--- config.mk ---
export PLATFORM = sky130hd
export DESIGN_NAME = pull_latch_seq
export DESIGN_NICKNAME = d
export VERILOG_FILES = /design/src/rtl/pull_seq_pkg.sv /design/src/rtl/pull_mode_reg.sv /design/src/rtl/pull_bank.sv /design/src/rtl/pull_latch_seq.sv
export SDC_FILE = /design/constraint.sdc
export NUM_CORES = 1
export LEC_CHECK = 0
export ABC_AREA = 1
export BUFFER_PORTS_ARGS = -buffer_cell sky130_fd_sc_hd__buf_2
export CORE_MARGIN = 2
export CORE_UTILIZATION = 25
export DETAILED_ROUTE_END_ITERATION = 8
export RECOVER_POWER = 50
export SETUP_SLACK_MARGIN = 0.4
export SLEW_MARGIN = 25
export SYNTH_ARGS = -nofsm -noshare
export SYNTH_HDL_FRONTEND = slang
export SYNTH_SLANG_ARGS = --single-unit
--- constraint.sdc ---
create_clock -name clk -period 2 [get_ports clk]
set_input_delay 0.6 -clock clk [delete_from_list [all_inputs] [get_ports clk]]
set_output_delay 0.6 -clock clk [all_outputs]
set_load 0.02 [all_outputs]
--- src/rtl/pull_seq_pkg.sv ---
package pull_seq_pkg;

    typedef enum logic [1:0] {
        PULL_NONE = 2'd0,
        PULL_DOWN = 2'd1,
        PULL_UP   = 2'd2
    } pull_t;

    // The reserved code 3 falls back to no pull.
    function automatic pull_t decode_mode(input logic [1:0] raw);
        case (raw)
            2'd1:    return PULL_DOWN;
            2'd2:    return PULL_UP;
            default: return PULL_NONE;
        endcase
    endfunction

endpackage

--- src/rtl/pull_mode_reg.sv ---
module pull_mode_reg
    import pull_seq_pkg::*;
#(
    parameter int SETUP = 150
) (
    input  logic       clk,
    input  logic       rst_n,
    input  logic       wr_en,
    input  logic [1:0] wr_val,
    output logic [1:0] mode_raw,
    output pull_t      mode_dec,
    output logic       mode_ok,
    output logic       mode_chg
);

    localparam int AGE_W = $clog2(SETUP + 1);

    typedef struct packed {
        logic [1:0]       mode;
        logic [AGE_W-1:0] age;
    } mode_st_t;

    mode_st_t st_d, st_q;

    always_comb begin
        st_d     = st_q;
        mode_chg = wr_en && (wr_val != st_q.mode);
        if (mode_chg) begin
            st_d.mode = wr_val;
            st_d.age  = '0;
        end else if (st_q.age < AGE_W'(SETUP)) begin
            st_d.age = st_q.age + 1'b1;
        end
    end

    always_ff @(posedge clk or negedge rst_n) begin
        if (!rst_n) begin
            st_q <= '0;
        end else begin
            st_q <= st_d;
        end
    end

    assign mode_raw = st_q.mode;
    assign mode_dec = decode_mode(st_q.mode);
    assign mode_ok  = (st_q.age >= AGE_W'(SETUP));

    // a change of mode restarts the setup window
    p_chg_restarts_setup_r6: assert property (@(posedge clk) disable iff (!rst_n)
        mode_chg |=> !mode_ok);

    // the mode register holds the low two bits last written
    p_mode_readback_r2: assert property (@(posedge clk) disable iff (!rst_n)
        wr_en |=> (mode_raw == $past(wr_val)));

endmodule

--- src/rtl/pull_bank.sv ---
module pull_bank
    import pull_seq_pkg::*;
#(
    parameter int WIDTH  = 32,
    parameter int HOLD   = 150,
    parameter int DATA_W = 32
) (
    input  logic              clk,
    input  logic              rst_n,
    input  logic              wr_en,
    input  logic [WIDTH-1:0]  wr_val,
    input  logic              mode_chg,
    input  logic              mode_ok,
    input  pull_t             mode,
    output logic [DATA_W-1:0] rd_word,
    output logic [WIDTH-1:0]  pull_up,
    output logic [WIDTH-1:0]  pull_dn,
    output logic              reject
);

    localparam int HW = $clog2(HOLD + 1);

    typedef struct packed {
        logic [WIDTH-1:0]      clk_en;
        logic [WIDTH-1:0]      armed;
        logic [HW-1:0]         hold;
        logic [WIDTH-1:0][1:0] latch;
    } bank_st_t;

    bank_st_t         st_d, st_q;
    logic [WIDTH-1:0] rise, fall;
    logic             hold_ok;

    always_comb begin
        st_d    = st_q;
        reject  = 1'b0;
        rise    = wr_en ? (wr_val & ~st_q.clk_en) : '0;
        fall    = wr_en ? (st_q.clk_en & ~wr_val) : '0;
        hold_ok = (st_q.hold >= HW'(HOLD));

        if (wr_en) begin
            st_d.clk_en = wr_val;
        end

        // Hold window restarts on any write that raises a bit of this bank
        if (|rise) begin
            st_d.hold = '0;
        end else if (st_q.hold < HW'(HOLD)) begin
            st_d.hold = st_q.hold + 1'b1;
        end

        // A pin is armed when it rises after a settled mode and stays armed
        // until it falls or the mode moves under it
        if (mode_chg) begin
            st_d.armed = '0;
        end
        st_d.armed = (st_d.armed | (rise & {WIDTH{mode_ok}})) & ~fall;

        for (int i = 0; i < WIDTH; i++) begin
            if (fall[i]) begin
                if (st_q.armed[i] && hold_ok) begin
                    st_d.latch[i] = mode;
                end else begin
                    reject = 1'b1;
                end
            end
        end
    end

    always_ff @(posedge clk or negedge rst_n) begin
        if (!rst_n) begin
            st_q <= '0;
        end else begin
            st_q <= st_d;
        end
    end

    assign rd_word = DATA_W'(st_q.clk_en);

    for (genvar g = 0; g < WIDTH; g++) begin : g_pin
        assign pull_up[g] = (st_q.latch[g] == PULL_UP);
        assign pull_dn[g] = (st_q.latch[g] == PULL_DOWN);
    end

    // latched pulls move only on an edge where some clock bit falls
    p_latch_stable_r9: assert property (@(posedge clk) disable iff (!rst_n)
        !(wr_en && |(rd_word[WIDTH-1:0] & ~wr_val)) |=> $stable(st_q.latch));

    // the clock register holds what was last written
    p_clk_readback_r3: assert property (@(posedge clk) disable iff (!rst_n)
        wr_en |=> (rd_word[WIDTH-1:0] == $past(wr_val)));

endmodule

--- src/rtl/pull_latch_seq.sv ---
module pull_latch_seq
    import pull_seq_pkg::*;
#(
    parameter int          NUM_PINS  = 54,
    parameter int          SETUP     = 150,
    parameter int          HOLD      = 150,
    parameter int          ADDR_W    = 8,
    parameter int          DATA_W    = 32,
    parameter int unsigned MODE_ADDR = 'h94,
    parameter int unsigned CLK_BASE  = 'h98
) (
    input  logic                clk,
    input  logic                rst_n,
    input  logic                bus_wr,
    input  logic [ADDR_W-1:0]   bus_addr,
    input  logic [DATA_W-1:0]   bus_wdata,
    output logic [DATA_W-1:0]   bus_rdata,
    output logic [NUM_PINS-1:0] pull_up,
    output logic [NUM_PINS-1:0] pull_dn,
    output logic                pull_err
);

    localparam int BANK_W    = DATA_W;
    localparam int NUM_BANKS = (NUM_PINS + BANK_W - 1) / BANK_W;

    typedef struct packed {
        logic err;
    } top_st_t;

    top_st_t               st_d, st_q;
    logic                  mode_wr;
    logic [1:0]            mode_raw;
    pull_t                 mode_dec;
    logic                  mode_ok;
    logic                  mode_chg;
    logic [DATA_W-1:0]     bank_rd [NUM_BANKS];
    logic [NUM_BANKS-1:0]  bank_rej;

    assign mode_wr = bus_wr && (bus_addr == ADDR_W'(MODE_ADDR));

    pull_mode_reg #(
        .SETUP (SETUP)
    ) u_mode (
        .clk      (clk),
        .rst_n    (rst_n),
        .wr_en    (mode_wr),
        .wr_val   (bus_wdata[1:0]),
        .mode_raw (mode_raw),
        .mode_dec (mode_dec),
        .mode_ok  (mode_ok),
        .mode_chg (mode_chg)
    );

    for (genvar b = 0; b < NUM_BANKS; b++) begin : g_bank
        localparam int BW = ((NUM_PINS - b * BANK_W) > BANK_W) ? BANK_W
                                                              : (NUM_PINS - b * BANK_W);
        logic bank_wr;
        assign bank_wr = bus_wr && (bus_addr == ADDR_W'(CLK_BASE + 4 * b));

        pull_bank #(
            .WIDTH  (BW),
            .HOLD   (HOLD),
            .DATA_W (DATA_W)
        ) u_bank (
            .clk      (clk),
            .rst_n    (rst_n),
            .wr_en    (bank_wr),
            .wr_val   (bus_wdata[BW-1:0]),
            .mode_chg (mode_chg),
            .mode_ok  (mode_ok),
            .mode     (mode_dec),
            .rd_word  (bank_rd[b]),
            .pull_up  (pull_up[b*BANK_W +: BW]),
            .pull_dn  (pull_dn[b*BANK_W +: BW]),
            .reject   (bank_rej[b])
        );
    end

    always_comb begin
        bus_rdata = '0;
        if (bus_addr == ADDR_W'(MODE_ADDR)) begin
            bus_rdata[1:0] = mode_raw;
        end
        for (int b = 0; b < NUM_BANKS; b++) begin
            if (bus_addr == ADDR_W'(CLK_BASE + 4 * b)) begin
                bus_rdata = bank_rd[b];
            end
        end
    end

    always_comb begin
        st_d     = st_q;
        st_d.err = st_q.err | (|bank_rej);
    end

    always_ff @(posedge clk or negedge rst_n) begin
        if (!rst_n) begin
            st_q <= '0;
        end else begin
            st_q <= st_d;
        end
    end

    assign pull_err = st_q.err;

    // the error flag never drops outside reset
    p_err_sticky_r10: assert property (@(posedge clk) disable iff (!rst_n)
        pull_err |=> pull_err);

    // the error flag rises only after a bus write
    p_err_cause_r6: assert property (@(posedge clk) disable iff (!rst_n)
        $rose(pull_err) |-> $past(bus_wr));

endmodule

Word level (Yosys, flattened, before mapping)
Cells that the tools add are included.
Word-level totals
  output and inout bits: 141
  memory bits (read-only): 0
  bits in writable memories: 0
  memories: 0
  register bits after elaboration: 243
  latch bits: 0
Cells by class
  equal/unequal tests: 114
  add/sub/neg operators: 3
  magnitude comparators: 6
  mux-type cells: 124
  bitwise logic cells: 17
  reductions and logical operators: 118
  shift-type cells: 0
  divide/modulo/power cells: 0
  multiply operators: 0
Operators by type and width (count)
  32-bit 2-to-1 mux: 5
  32-bit AND: 4
  2-bit by 1-bit equality test with 1-bit output, second input constant: 55
  2-bit equality test, second input constant: 55
  1-bit 2-to-1 mux: 108
  2-bit AND reduction: 54
  32-bit NOT: 3
  22-bit AND: 4
  22-bit 2-to-1 mux: 3
  22-bit NOT: 3
  1-bit logical AND: 58
  8-bit 2-to-1 mux: 6
  32-bit bitwise OR: 1
  32-bit OR reduction: 1
  8-bit by 1-bit adder with 8-bit output, second input constant: 3
  8-bit equality test, second input constant: 3
  8-bit greater-or-equal comparator, second input constant: 3
  8-bit < comparator, second input constant: 3
  22-bit bitwise OR: 1
  22-bit OR reduction: 1
  2-bit nonzero test: 3
  2-bit case mux with 2 select lines: 1
  2-bit 2-to-1 mux: 1
  2-bit != test: 1
  2 further kinds: 2

Logic depth before layout (Yosys ltp)
  depth after elaboration: 68
  gate-level depth with buffers: 16

By module
Synthesis repeated with hierarchy kept, for this count alone.
Second synthesis, totals
  cells, all modules: 1776
  area total of the unflattened synthesis: 13484.2 sq um
Modules (own cells, without submodules)
  pull_bank at g_bank[0].u_bank: times used 1, seq. area each 3403.3 sq um, cells an instance 910, area each 6998.0 sq um
  pull_bank at g_bank[1].u_bank: times used 1, seq. area each 2402.3 sq um, cells an instance 650, area each 5123.7 sq um
  pull_latch_seq: times used 1, seq. area each 25.0 sq um, cells an instance 132, area each 710.7 sq um
  pull_mode_reg: times used 1, seq. area each 250.2 sq um, cells an instance 84, area each 651.9 sq um

Worst setup path after synthesis
OpenSTA, ideal clock, no wires.
  kind: input-to-output
  from: in bus_addr[6]
  to: out bus_rdata[17]
  cell stages on the path: 7
  arrival time: 1.853 ns
  slack: -0.453 ns
  path buffers: 2
  required time: 1.400 ns
  path through: inv_1 -> nand2_1 -> nor2_1 -> nand2_4 -> buf_2 -> clkbuf_1 -> o21ai_0
On the way
  word-level cells in the longest chain between the ends: 3
  elaborated cells on any way between the ends: 4
  those cells by class: eq/ne: 2; mux: 2
RTL lines
  start: declaration: RTL line pull_latch_seq.sv:15  | input logic [ADDR_W-1:0] bus_addr,
  8-bit equality test: RTL line pull_latch_seq.sv:85  | if (bus_addr == ADDR_W'(CLK_BASE + 4 * b)) begin
  32-bit 2-to-1 mux: RTL line pull_latch_seq.sv:85
  32-bit 2-to-1 mux (*): RTL line pull_latch_seq.sv:85
  end: declaration: RTL line pull_latch_seq.sv:17  | output logic [DATA_W-1:0] bus_rdata,
Mark *: on every way between the ends. The rest lies on a longest branch, timed or not.

Worst setup path after layout
  from: in bus_addr[1]
  to: out bus_rdata[14]
The elaborated chain is that of the path after synthesis.

==> results.py <==
metrics = {
    "run_status": {
        "run_status": "complete, but fails checks",
        "violations": "setup timing",
    },
    "power": {
        "p_int_w": 0.00947,
        "power_frac_comb_pct": 20.0,
        "sequentialPowerShare_pct": 39.5,
        "p_total_w": 0.0137,
        "pwr-share-clk_pct": 40.4,
        "swShare_pct": 30.9,
        "switchingPower_w": 0.00424,
        "ir_drop_mv": 0.654,
        "power_density_nw_per_um2": 666,
        "leakage_nw": 9.36,
    },
    "grt": {
        "grt_max_degree": 57,
        "antenna_found_initial": 10,
        "grt.overflow.total": 0,
        "grtUsageTotal_pct": 18.1,
        "grt_pass1_wl_um": 79500,
        "grt_pass1_vias": 13500,
    },
    "synthesis": {
        "syn_avg_cell_area_um2": 7.46,
        "ys_warn_count": 0,
        "synth.area.top_cells": "dfrtp_1 (44%), nand2_1 (11%), inv_1 (7.2%), nor2_1 (7.1%), o21ai_1 (3.7%)",
        "synth-xor-area-share_pct": 0.512,
        "syn_inst": 1835,
        "yosysTopAreaCell": "dfrtp_1",
        "synth-seq-area-share_pct": 44.4,
        "synth_area_um2": 13700,
        "syn-num-nets": 1884,
        "synth-simple-area-share_pct": 32.4,
        "synth_compound_area_share_pct": 11.5,
        "synth_top_area_share_pct": 44.4,
        "yosys.area_share.adder_pct": 0.549,
        "synth_top_family_by_area": "simple AND/OR/NAND/NOR gates",
        "ys_seq_elements": 243,
        "ys_types": 40,
        "synth.area.mux_share_pct": 0,
        "ys.flop_type": "dfrtp_1",
        "async_flop_share_pct": 100,
        "synth_edf_count": 0,
    },
    "setup_path": {
        "critical_path.max_fanout": 4,
        "cp.buffers_inverters": 6,
        "cp_num_cells": 10,
        "crit_top_cell": "buf_6",
        "crit_chain": "buf_12, nor2_4, buf_4, nand2_1, nor2_2, buf_6, inv_4, buf_8, o22ai_4, buf_6",
        "crit_arrival_ns": 1.74,
        "worst_path_largest_cell_delay_ns": 0.17,
        "cp-end-kind": "primary output",
        "cp.required_ns": 1.40,
        "cp-start-kind": "primary input",
        "cp_top_family": "buffers and inverters",
        "rr_worst_depth": 14,
        "critPathKind": "in2out",
        "crit_slowest_cell": "o22ai_4",
    },
    "layout": {
        "area_delta_synth_final_pct": 50.5,
        "post-route-util_pct": 38.2,
        "drive_above_1_share_pct": 34.8,
        "fin_cells": 2957,
        "nNetsFinal": 2281,
    },
    "cts": {
        "clk_pin_slew_ns": 0.06,
        "numCtsBuffers": 30,
        "cts-root-buf": "clkbuf_16",
        "clock_latency_ns": 0.59,
        "clockBufferDepth": 3,
        "htree_num_levels": 1,
        "clock-sinks": 243,
        "cts_tree": "built",
    },
    "floorplanning": {
        "rows": 85,
        "die_h_um": 238,
        "die-area_um2": 56600,
        "fp.coreArea_um2": 53900,
        "io_pins": 184,
        "die_w_um": 238,
        "start_util_pct": 25.4,
    },
    "timing": {
        "tightest_slew_ns": 1.10,
        "fin_skew_ns": 0.0214,
        "fmax_ghz": 0.428,
        "min_period_ns": 2.34,
        "rsz0062_at_grt": "true",
        "finalHoldViolations": 0,
        "maxSlewHeadroom_pct": 26.4,
        "finalMaxSlewViolations": 0,
        "hold_ws_ns": 0.298,
        "min_period_over_period_pct": 117,
        "finalSetupViolations": 136,
        "timing.final.ws_setup_ns": -0.337,
    },
    "placed_design": {
        "dp.cells": 2815,
        "portBuffers": 183,
        "place_ws_ns": -0.558,
        "routabilityCongestion": 0.896,
        "hpwl_um": 37400,
    },
    "flow_run": {
        "maxCapViolCount": 0,
    },
    "worst_hold_path": {
        "holdPathStages": 3,
        "min_path_type": "in2reg",
    },
    "routing": {
        "drt_pass1_iterations": 7,
        "ant_nets": 0,
        "wl_per_cell_um": 17.7,
        "vias": 14100,
        "viasPerCell": 4.77,
        "totalWireLength_um": 52400,
        "drt-initial-drc-count": 989,
        "drcViolationCount": 0,
    },
}
==> flip-flops by register name, indices dropped and copies added, names as in the netlist <==
| name | cells |
|---|---|
| g_bank.u_bank.st_q | 178 |
| g_bank.u_bank.rd_word | 54 |
| u_mode.st_q | 8 |
| u_mode.mode_raw | 2 |
| pull_err | 1 |
==> layout make-up <==
cell class,instances,area (um^2)
flip-flops and latches,243,6080
fillers,5372,33300
clock buffers,42,866
inverters,269,1060
multi-input cells,1242,7390
well taps,696,871
clock inverters,14,139
diodes,5,12.5
repair buffers,446,4170
==> worst register-to-register path, cell delays in order, from the launching register on <==
cell and delay, ns:
dfrtp_1 0.39, buf_4 0.14, nor2_2 0.08, nand2_1 0.09, nor2_4 0.17, nor2_4 0.13
buf_4 0.18, nor2_4 0.09, nor2_1 0.05, nor2_1 0.12, nand2_1 0.09, nor2_2 0.16
nand2_1 0.08, nor2_1 0.10, nand2_1 0.06
==> what timing repair did <==
action,CTS,global route
hold buffers,1,0
gates cloned,9,4
endpoints found under the hold margin,30,0
buffers inserted,46,21
pin swaps,73,57
setup endpoints to repair,323,346
resized for setup,291,123
==> power by group through the flow <==
stage	Combinational [W]	Clock, W	Sequential (W)
detailed placement	0.00237	0	0.00549
finish	0.00275	0.00555	0.00542
global placement	0.00232	0	0.00547
global route	0.00297	0.00590	0.00545
CTS	0.00264	0.00569	0.00540
floorplan	0.00122	0	0.00548
==> synthesized netlist by cell type (all sizes together) (3+ instances only) <==
master  count
clkbuf     37
xor2        8
o211ai      3
inv       268
nand4      48
or2        11
a32oi      20
nand3b     10
ha          6
o22ai      21
dfrtp     243
nand2     410
buf        45
nand3     104
a21oi      38
o21ai     201
nor2      270
nor3       86
==> kinds of logic (layout without fill, tap and decap cells) <==
family,count (synthesis),after routing
AO/OA/AOI/OAI,288,288
XOR/XNOR,8,8
adder cells (fa/ha/maj),6,6
buffers and inverters,351,771
flip-flops,243,243
other,0,5
AND/OR/NAND/NOR,939,940
==> path summary, 6_finish.rpt <==
| path | start | to | slack [ns] |
|---|---|---|---|
| max in group asynchronous | rst_n | g_bank[0].u_bank.rd_word[17] | 0.07 |
| worst min register to register | g_bank[1].u_bank.st_q[6] | g_bank[1].u_bank.st_q[6] | 0.51 |
| min in group asynchronous | rst_n | g_bank[0].u_bank.st_q[31] | 0.77 |
| worst max register to register | g_bank[1].u_bank.st_q[50] | pull_err | -0.02 |
| worst max-delay path | bus_addr[1] | bus_rdata[14] | -0.34 |
| worst min-delay path | bus_wdata[25] | g_bank[0].u_bank.rd_word[25] | 0.30 |
==> metrics by stage <==
step	instance area [um^2]	TNS [ns]
5_1_grt	20600	-34.80
3_3_place_gp	17400	-62.51
2_1_floorplan	14500	-1.44
3_5_place_dp	17400	-65.29
6_report	20600	-15.25
4_1_cts	20000	-7.58
==> layout by cell type, fill, tap and decap left out, types with 9 or more instances in the layout <==
cell and count:
clkbuf_8 9, clkbuf_1 10, nor2_1 205, a32oi_1 20, nor2_4 26, a21oi_1 38, nor2_2 40, nand4_1 48
nor3_4 43, nand3_4 11, nand3_2 34, dfrtp_1 242, nand2_4 9, buf_4 245, o22ai_4 18, nand2_1 345
buf_6 84, o21ai_1 139, nand3b_1 10, nand2_2 56, inv_1 248, clkinv_2 9, inv_2 11, clkbuf_16 33
nor3_1 24, buf_12 29, o21ai_0 55, nand3_1 59, nor3_2 19, buf_2 55
==> routing by layer <==
layer  vias to the layer above  wire [um]  track usage, %
met5                         -         66               0
met4                        10       1600            5.64
met3                       104       4210            4.67
met2                       496      24200            28.6
met1                      6749      22400            24.3
li1                       6735          -               -
(Power assumes the default switching activity.)
